===== config.mk =====
export PLATFORM = sky130hd
export DESIGN_NAME = xfer_tracker
export DESIGN_NICKNAME = d
export VERILOG_FILES = /design/src/rtl/xfer_pkg.sv /design/src/rtl/xfer_counter.sv /design/src/rtl/xfer_regs.sv /design/src/rtl/xfer_status.sv /design/src/rtl/xfer_tracker.sv
export SDC_FILE = /design/constraint.sdc
export NUM_CORES = 1
export LEC_CHECK = 0
export BUFFER_PORTS_ARGS = -buffer_cell sky130_fd_sc_hd__buf_2
export CORE_ASPECT_RATIO = 0.7
export CORE_MARGIN = 1
export CORE_UTILIZATION = 55
export CTS_CLUSTER_DIAMETER = 80
export DETAILED_ROUTE_END_ITERATION = 12
export HOLD_SLACK_MARGIN = 0.15
export MAX_ROUTING_LAYER = met4
export PLACE_DENSITY_LB_ADDON = 0.25
export SLEW_MARGIN = 20
export SYNTH_ARGS = -nofsm -noshare
export SYNTH_HDL_FRONTEND = slang
export SYNTH_SLANG_ARGS = --single-unit

===== constraint.sdc =====
create_clock -name clk -period 6.3 [get_ports clk]
set_input_delay 1.89 -clock clk [delete_from_list [all_inputs] [get_ports clk]]
set_output_delay 1.89 -clock clk [all_outputs]
set_load 0.01 [all_outputs]

===== src/rtl/xfer_pkg.sv =====
// Shared definitions for the transfer tracker: mode encoding and register
// select codes. Assumes four byte lanes per register at most.
package xfer_pkg;
    typedef enum logic [1:0] {
        MODE_CMP      = 2'b00,
        MODE_CMP_PASS = 2'b01,
        MODE_DEC      = 2'b10,
        MODE_DEC_SKIP = 2'b11
    } xfer_mode_e;

    localparam int REG_ADDR_W = 5;

    typedef enum logic [2:0] {
        RG_SIZE = 3'd0,
        RG_SKIP = 3'd1,
        RG_ACNT = 3'd2,
        RG_BCNT = 3'd3,
        RG_MASK = 3'd4
    } reg_sel_e;
endpackage


===== src/rtl/xfer_counter.sv =====
// Saturating byte counter with a synchronous clear.
// sat_hit flags an increment request while the count is already at maximum.
module xfer_counter #(
    parameter int W = 32
) (
    input  logic         clk,
    input  logic         rst_n,
    input  logic         clr,
    input  logic         inc,
    output logic [W-1:0] cnt,
    output logic         sat_hit
);
    localparam logic [W-1:0] MAXV = '1;

    logic at_max;
    assign at_max  = (cnt == MAXV);
    assign sat_hit = inc && at_max;

    // Count strobes; clear wins; hold at maximum.
    always_ff @(posedge clk) begin
        if (!rst_n)                cnt <= '0;
        else if (clr)              cnt <= '0;
        else if (inc && !at_max)   cnt <= cnt + 1'b1;
    end
endmodule


===== src/rtl/xfer_regs.sv =====
// Byte-wide register file: size, skip threshold and error mask are writable
// while unlocked; both counters are read back through the same mux.
// Assumes W is a multiple of 8, at least 16 and at most 32.
module xfer_regs import xfer_pkg::*; #(
    parameter int W = 32
) (
    input  logic                  clk,
    input  logic                  rst_n,
    input  logic                  wr_i,
    input  logic [REG_ADDR_W-1:0] addr_i,
    input  logic [7:0]            wdata_i,
    input  logic                  lock_i,
    input  logic [W-1:0]          a_cnt_i,
    input  logic [W-1:0]          b_cnt_i,
    output logic [W-1:0]          size_o,
    output logic [W-1:0]          skip_o,
    output logic [1:0]            mask_o,
    output logic [7:0]            rdata_o
);
    reg_sel_e     sel;
    logic [4:0]   sh;
    logic [W-1:0] lane_clr;
    logic [W-1:0] lane_set;
    logic [W-1:0] rsel;
    logic [W-1:0] rshift;

    assign sel      = reg_sel_e'(addr_i[4:2]);
    assign sh       = {addr_i[1:0], 3'b000};
    assign lane_clr = ~(W'(8'hFF) << sh);
    assign lane_set = W'(wdata_i) << sh;

    // Byte-lane writes, accepted only when the transfer is not running.
    always_ff @(posedge clk) begin
        if (!rst_n) begin
            size_o <= '0;
            skip_o <= '0;
            mask_o <= '0;
        end else if (wr_i && !lock_i) begin
            case (sel)
                RG_SIZE: size_o <= (size_o & lane_clr) | lane_set;
                RG_SKIP: skip_o <= (skip_o & lane_clr) | lane_set;
                RG_MASK: if (addr_i[1:0] == 2'b00) mask_o <= wdata_i[1:0];
                default: ;
            endcase
        end
    end

    // Read mux: pick the register, then shift the addressed byte down.
    always_comb begin
        case (sel)
            RG_SIZE: rsel = size_o;
            RG_SKIP: rsel = skip_o;
            RG_ACNT: rsel = a_cnt_i;
            RG_BCNT: rsel = b_cnt_i;
            RG_MASK: rsel = W'(mask_o);
            default: rsel = '0;
        endcase
        rshift  = rsel >> sh;
        rdata_o = rshift[7:0];
    end
endmodule


===== src/rtl/xfer_status.sv =====
// Transfer run state and status flags. Takes gated port strobes, the
// counter values and saturation hits; decides completion, expansion,
// overflow, end-marker mismatch, pause/resume and the output skip window.
// Assumes the counters are cleared by the same start pulse seen here.
module xfer_status import xfer_pkg::*; #(
    parameter int W = 32
) (
    input  logic         clk,
    input  logic         rst_n,
    input  logic [1:0]   mode_i,
    input  logic         start_i,
    input  logic         pause_i,
    input  logic         resume_i,
    input  logic [1:0]   stb_i,
    input  logic [1:0]   hit_i,
    input  logic         eor_i,
    input  logic         end_mark_i,
    input  logic [W-1:0] size_i,
    input  logic [W-1:0] skip_i,
    input  logic [1:0]   mask_i,
    input  logic [W-1:0] a_cnt_i,
    input  logic [W-1:0] b_cnt_i,
    output logic         busy_o,
    output logic         done_o,
    output logic         expand_o,
    output logic         ovf_err_o,
    output logic         end_err_o,
    output logic         outdis_o,
    output logic         out_en_o
);
    xfer_mode_e   mode_q;
    logic         paused_q;
    logic         mark_seen_q;
    logic         cmp_dir;
    logic         dec_dir;
    logic [W-1:0] b_after;
    logic         fin_cmp, fin_pass, fin_dec, finish;
    logic         ovf_hit, mark_early, mark_missing, end_hit, stop_err;
    logic         skip_low;

    assign cmp_dir = (mode_q == MODE_CMP) || (mode_q == MODE_CMP_PASS);
    assign dec_dir = !cmp_dir;
    assign b_after = hit_i[1] ? b_cnt_i : b_cnt_i + W'(stb_i[1]);

    // Completion and error detection for the current cycle.
    always_comb begin
        fin_cmp      = (mode_q == MODE_CMP) && stb_i[1] && eor_i;
        fin_pass     = (mode_q == MODE_CMP_PASS) && stb_i[1] && (b_after == size_i);
        fin_dec      = dec_dir && stb_i[0] && eor_i;
        finish       = fin_cmp || fin_pass || fin_dec;
        ovf_hit      = cmp_dir ? hit_i[1] : hit_i[0];
        mark_early   = busy_o && dec_dir && end_mark_i && (b_after < size_i);
        mark_missing = dec_dir && stb_i[1] && (b_after == size_i)
                       && !mark_seen_q && !end_mark_i;
        end_hit      = mark_early || mark_missing;
        stop_err     = (ovf_hit && !mask_i[0]) || (end_hit && !mask_i[1]);
    end

    // Run state and sticky flags.
    always_ff @(posedge clk) begin
        if (!rst_n) begin
            mode_q      <= MODE_CMP;
            busy_o      <= 1'b0;
            paused_q    <= 1'b0;
            done_o      <= 1'b0;
            expand_o    <= 1'b0;
            ovf_err_o   <= 1'b0;
            end_err_o   <= 1'b0;
            mark_seen_q <= 1'b0;
        end else if (start_i) begin
            mode_q      <= xfer_mode_e'(mode_i);
            busy_o      <= 1'b1;
            paused_q    <= 1'b0;
            done_o      <= 1'b0;
            expand_o    <= 1'b0;
            ovf_err_o   <= 1'b0;
            end_err_o   <= 1'b0;
            mark_seen_q <= 1'b0;
        end else begin
            if (ovf_hit) ovf_err_o <= 1'b1;
            if (end_hit) end_err_o <= 1'b1;
            if (busy_o && end_mark_i) mark_seen_q <= 1'b1;
            if (finish) begin
                done_o <= 1'b1;
                busy_o <= 1'b0;
                if (mode_q == MODE_CMP) expand_o <= (b_after > size_i);
            end else if (stop_err) begin
                busy_o <= 1'b0;
            end else if (pause_i && busy_o) begin
                busy_o   <= 1'b0;
                paused_q <= 1'b1;
            end else if (resume_i && paused_q) begin
                busy_o   <= 1'b1;
                paused_q <= 1'b0;
            end
        end
    end

    // Output skip window for the discard-until-threshold mode.
    assign skip_low = (mode_q == MODE_DEC_SKIP) && (a_cnt_i < skip_i);
    assign out_en_o = !skip_low;
    assign outdis_o = skip_low && (busy_o || paused_q);
endmodule


===== src/rtl/xfer_tracker.sv =====
// Top of the transfer tracker: two port counters (generated), the register
// file and the status logic. Strobes count only while busy.
module xfer_tracker import xfer_pkg::*; #(
    parameter int CNT_W = 32
) (
    input  logic                  clk,
    input  logic                  rst_n,
    input  logic [1:0]            mode_i,
    input  logic                  start_i,
    input  logic                  pause_i,
    input  logic                  resume_i,
    input  logic                  a_byte_i,
    input  logic                  b_byte_i,
    input  logic                  eor_i,
    input  logic                  end_mark_i,
    input  logic                  reg_wr_i,
    input  logic [REG_ADDR_W-1:0] reg_addr_i,
    input  logic [7:0]            reg_wdata_i,
    output logic [7:0]            reg_rdata_o,
    output logic                  busy_o,
    output logic                  done_o,
    output logic                  expand_o,
    output logic                  outdis_o,
    output logic                  ovf_err_o,
    output logic                  end_err_o,
    output logic                  out_en_o
);
    localparam int NPORT = 2;

    logic [NPORT-1:0] stb;
    logic [NPORT-1:0] hit;
    logic [CNT_W-1:0] cnt [NPORT];
    logic [CNT_W-1:0] a_cnt;
    logic [CNT_W-1:0] b_cnt;
    logic [CNT_W-1:0] size_r;
    logic [CNT_W-1:0] skip_r;
    logic [1:0]       mask_r;

    assign stb   = {b_byte_i, a_byte_i} & {NPORT{busy_o}};
    assign a_cnt = cnt[0];
    assign b_cnt = cnt[1];

    for (genvar p = 0; p < NPORT; p++) begin : g_port
        xfer_counter #(.W(CNT_W)) u_cnt (
            .clk     (clk),
            .rst_n   (rst_n),
            .clr     (start_i),
            .inc     (stb[p]),
            .cnt     (cnt[p]),
            .sat_hit (hit[p])
        );
    end

    xfer_regs #(.W(CNT_W)) u_regs (
        .clk     (clk),
        .rst_n   (rst_n),
        .wr_i    (reg_wr_i),
        .addr_i  (reg_addr_i),
        .wdata_i (reg_wdata_i),
        .lock_i  (busy_o),
        .a_cnt_i (a_cnt),
        .b_cnt_i (b_cnt),
        .size_o  (size_r),
        .skip_o  (skip_r),
        .mask_o  (mask_r),
        .rdata_o (reg_rdata_o)
    );

    xfer_status #(.W(CNT_W)) u_stat (
        .clk        (clk),
        .rst_n      (rst_n),
        .mode_i     (mode_i),
        .start_i    (start_i),
        .pause_i    (pause_i),
        .resume_i   (resume_i),
        .stb_i      (stb),
        .hit_i      (hit),
        .eor_i      (eor_i),
        .end_mark_i (end_mark_i),
        .size_i     (size_r),
        .skip_i     (skip_r),
        .mask_i     (mask_r),
        .a_cnt_i    (a_cnt),
        .b_cnt_i    (b_cnt),
        .busy_o     (busy_o),
        .done_o     (done_o),
        .expand_o   (expand_o),
        .ovf_err_o  (ovf_err_o),
        .end_err_o  (end_err_o),
        .outdis_o   (outdis_o),
        .out_en_o   (out_en_o)
    );
endmodule


After elaboration in Yosys (flattened, before gate mapping)
Cells that the tools add are included.

operators by class
  bitwise operators = 9
  add/subtract/negate cells = 3
  equal/unequal tests = 9
  shift operators = 3
  reduce and logical (&&, ||, !) cells = 51
  order comparisons = 3
  mux-type cells = 10

operators with widths
  operator                                                                number
  32-bit case mux with 5 select lines                                     1
  32-bit by 1-bit adder with 32-bit output (second input constant)        2
  32-bit bitwise AND                                                      2
  32-bit equality test (second input constant)                            2
  32-bit < comparator                                                     2
  32-bit bitwise OR                                                       2
  32-bit by 1-bit adder with 32-bit output                                1
  32-bit equality test                                                    1
  32-bit greater-than comparator                                          1
  32-bit two-way mux                                                      1
  32-bit inverter                                                         1
  8-bit by 5-bit << shifter with 32-bit output                            1
  8-bit by 5-bit << shifter with 32-bit output (first input constant)     1
  32-bit by 5-bit right shift with 8-bit output                           1
  1-bit logical AND                                                       25
  1-bit zero test                                                         9
  1-bit two-way mux                                                       8
  3-bit by 2-bit equality test with 1-bit output (second input constant)  2
  1-bit logical OR                                                        6
  2-bit AND reduction                                                     3
  3-bit AND reduction                                                     2
  5-bit nonzero test                                                      1
  2-bit zero test                                                         2
  3-bit by 1-bit equality test with 1-bit output (second input constant)  1
  other kinds (8)                                                         10

storage, ports and cells
  register bits after elaboration = 139
  bits of input ports = 25
  word-level logic and storage cells = 101
  output and inout port bits = 15

Depth between registers and ports, before layout
  depth after elaboration = 13
  depth in mapped cells = 18
  gate-level depth less buffers = 16

By module
A second synthesis with hierarchy kept.

unflattened totals
  cell total of the unflattened synthesis = 1062
  area total of the unflattened synthesis = 9736.8 um^2

by module, submodules not included
  module        area an instance (um^2)  times used  cells an instance  seq. area each (um^2)
  xfer_regs     3662.3                   1           316                1321.3
  xfer_counter  1691.6                   2           194                640.6
  xfer_status   2678.8                   1           356                180.2
  xfer_tracker  12.5                     1           2                  0.0

Worst setup path after synthesis
Ideal clock, no wire load.

  path type = in2out
  start point = input reg_addr_i[3]
  end point = output reg_rdata_o[5]
  data required time = 4.410 ns
  stages = 9
  buffers on the path = 3
  arrival = 3.611 ns
  path slack = 0.799 ns
  cell sequence = clkbuf_1 nor2b_1 nor2b_1 clkbuf_1 buf_1 a22oi_1 nand3_1 o21ai_0 o21ai_0

on the way
  cells in the longest elaborated chain, start to end = 3
  elaborated cells on any way between the ends = 7
  classes of those cells = 4 x eq/ne; 1 x shift; 1 x mux; 1 x reduce/logical

RTL lines
  item                                             line                text
  start, declared                                  xfer_tracker.sv:17  input logic [REG_ADDR_W-1:0] reg_addr_i,
  3-bit equality test (tied with other cells)      xfer_regs.sv:50     case (sel)
  32-bit case mux with 5 select lines *            xfer_regs.sv:50
  32-bit by 5-bit right shift with 8-bit output *  xfer_regs.sv:58     rshift = rsel >> sh;
  end, declared                                    xfer_tracker.sv:19  output logic [7:0] reg_rdata_o,

Every way passes the cells marked *; elsewhere a longest branch is shown, timed or not.

Worst setup path after layout
  start point = input reg_addr_i[4]
  end point = output reg_rdata_o[3]

Same word-level chain as after synthesis.

==> flow_summary.json <==
{
  "rsz0062_at_grt": "no",
  "p_leak_nw": 3.964,
  "drt.antenna.violating_nets": 0,
  "drtPass1Iterations": 8,
  "grt_pass1_wl_mm": 42.01,
  "syn2layout_area_growth_pct": 9.596,
  "power_w": 0.002019,
  "outcome": "finished clean",
  "cp_data_arrival_time_ns": 3.68,
  "r2r_end": "u_stat.busy_o",
  "wl_mm": 27.05,
  "finalNetCount": 1199,
  "top_usage_layer": "met1",
  "relSlewSlack": 0.4824,
  "clk_pin_slew_ns": 0.06,
  "synth_seq_cells": 139,
  "seq_area_frac_synth": 0.3088,
  "met2_usage": 0.4569,
  "r2r_start": "g_port[1].u_cnt.cnt[3]",
  "post_cts_buffers": 0,
  "first_iter_violations": 1099,
  "ys_async_sr_fraction": 0,
  "syn-cell-area_sq_um": 9010,
  "drc_errors": 0,
  "cts-root-buf": "clkbuf_16",
  "yosysTopAreaCell": "dfxtp_1",
  "tightest_slew_ns": 0.7748,
  "die_w_microns": 155.0,
  "fillCellCount": 1369,
  "via_per_inst": 6.221,
  "yosysWarnings": 0,
  "dp_slack_ns": 0.6383,
  "synth_nets": 1198,
  "gp_congestion": 0.9960,
  "reg2reg_slack_ns": 1.68,
  "num_io_pins": 40,
  "critPathMaxStageDelay_ns": 0.28,
  "drive_above_1_share": 0.08400,
  "track_usage": 0.3420,
  "worst-setup-path-type": "in2out",
  "grtUsageMet3": 0.06717,
  "crit_fanout": 32,
  "die_h_microns": 109.1,
  "grt_pass1_vias": 7433,
  "fin_skew_ns": 0.006237,
  "cts_made_buffers": 17,
  "synth_edf_count": 0,
  "path_buf_inv": 3,
  "synth.avg_cell_area_sq_um": 8.146,
  "ys_types": 54,
  "start_util": 0.5725,
  "cts_tree": "yes",
  "hold_viol_final": 0,
  "maxCapViolCount": 0,
  "cp.required_ns": 4.41,
  "vias": 8330,
  "synthCells": 1106,
  "drv_slew": 0,
  "synth_top_flop_cell": "dfxtp_1",
  "start_kind": "input pin",
  "n_antenna_cell": 0,
  "clock.fmax_mhz": 179.6,
  "min_period_over_period": 0.8838,
  "synth_top_area_frac": 0.3088,
  "worst_skew_pair.late_latency_ns": 0.43,
  "fin_crit_ns": 5.568,
  "holdBufCountCts": 0,
  "holdPathEnd": "u_stat.ovf_err_o",
  "rows": 38,
  "crit_chain": "buf_2 > and3b_1 > buf_4 > a22o_1 > a221o_1 > o21ai_0 > o21ai_0 > buf_2",
  "final.setup.worst_slack_ns": 0.7319,
  "hold_start": "u_stat.ovf_err_o",
  "htree_levels": 4,
  "synth.area.top_cells": "dfxtp_1 31%, ha_1 9.3%, mux2i_1 6.2%",
  "fin_setup_tns_ns": 0,
  "stdcell_count": 1339,
  "cts.path.max_buffers": 2,
  "coreArea_sq_um": 15740,
  "power_density_nw_per_um2": 204.4,
  "slowest_stage": "a22o_1",
  "ctsResizeCount": 0,
  "end_kind": "primary output",
  "cts.sinks": 139,
  "dp_cells": 1308,
  "hp-class": "reg2reg",
  "grtUsageMet1": 0.5022,
  "die-area_sq_um": 16910,
  "antenna_found_initial": 0,
  "place_hpwl_mm": 19.91,
  "setup_viol": 0,
  "seq_area_sq_um": 2783,
  "grt_max_degree": 71,
  "cp_top_family": "compound AO/OA/AOI/OAI gates",
  "r2r.worst_path.cells": 14,
  "wl_per_cell_microns": 20.20,
  "hold_depth": 2,
  "vdd_drop_max_uv": 116.2,
  "multi_input_area_sq_um": 5707,
  "grt_overflow": 0,
  "io_buffer_count": 39
}
synthesized netlist by cell type (17+ instances only):
library cell	count
nor3_1	19
nor2b_1	61
clkbuf_1	47
dfxtp_1	139
nand4_1	40
nand2_1	84
a22oi_1	28
mux2i_1	56
inv_1	72
o21ai_0	33
xnor2_1	41
nand3_1	67
nor2_1	95
ha_1	67
a21boi_0	17
xor2_1	40
a21oi_1	43
kinds of logic after synthesis:
kind of cell,share of synthesized area
simple gates,0.2434
mux,0.06471
flops,0.3088
fa+ha+maj,0.09304
xor+xnor,0.07874
compound gates,0.1518
buf+inv,0.05944
worst max path at each step:
stage,start,cells after the start,end,slack [ns]
3_5_place_dp,b_byte_i,17,u_stat.paused_q,0.64
2_1_floorplan,reg_addr_i[3],9,reg_rdata_o[5],0.80
4_1_cts,reg_addr_i[4],8,reg_rdata_o[3],0.76
6_report,reg_addr_i[4],8,reg_rdata_o[3],0.73
3_3_place_gp,b_byte_i,17,u_stat.paused_q,0.72
5_1_grt,reg_addr_i[3],9,reg_rdata_o[2],0.62
per-layer routing:
layer  vias up  share of wire
met2       493           0.39
met5         -              0
met3        58           0.12
li1       3913              -
met1      3866           0.46
met4         0          0.021
cells in the final DEF (no fill, tap or decap), drive strengths merged, types with 5 or more instances in the layout:
cell | synthesis | routed
a21boi | 17 | 17
a21o | 9 | 9
a21oi | 43 | 43
a221o | 14 | 14
a22o | 14 | 14
a22oi | 28 | 28
and3 | 15 | 15
and4 | 7 | 7
buf | 16 | 48
clkbuf | 50 | 20
clkinv | 0 | 5
dfxtp | 139 | 139
ha | 67 | 67
inv | 72 | 73
mux2i | 56 | 56
nand2 | 84 | 84
nand3 | 67 | 67
nand4 | 42 | 42
nor2 | 95 | 95
nor2b | 61 | 61
nor3 | 19 | 19
nor4 | 6 | 6
o211ai | 15 | 15
o21ai | 33 | 33
or3 | 12 | 12
xnor2 | 41 | 41
xor2 | 40 | 40
worst register-to-register path, stage by stage, from the launching register on:
cell	delay (ns)
dfxtp_1	0.58
nand4_2	0.32
nor4_4	0.52
nand4_2	0.32
and3_1	0.37
nand2_1	0.11
xnor2_1	0.13
ha_1	0.29
a21oi_1	0.16
nand2_1	0.07
a221oi_1	0.44
o221ai_1	0.33
nor4_1	0.53
o31ai_1	0.15
and2_1	0.17
report_power, final:
group,switching (W),total [W],internal (W)
logic,0.0000847,0.000125,0.0000407
clock network,0.000404,0.00100,0.000600
registers,0.00000631,0.000890,0.000884
sequential cells by signal (all words and copies together) (netlist names), 2 cells and up:
register / cells
g_port.u_cnt.cnt: 64
u_regs.size_o: 32
u_regs.skip_o: 32
u_regs.mask_o: 2
u_stat.mode_q: 2
area by class of cell:
class                      count  area share
multi-input combinational    829      0.5779
clock buffer                  20     0.04625
sequential                   139      0.2818
tap                          220     0.02788
timing repair buffer          48     0.02661
clock inverter                11     0.01216
inverter                      72     0.02737
through the flow:
stage	util	cell area (sq um)	hold WS [ns]
after floorplan	-	9010	0.4374
after global placement	0.5908	9298	0.4376
after detailed placement	0.5908	9298	0.4463
after CTS	0.6274	9874	0.4627
after global routing	0.6274	9874	0.4801
final	0.6274	9874	0.4539
Note: power is estimated with default switching activity, not from simulation.
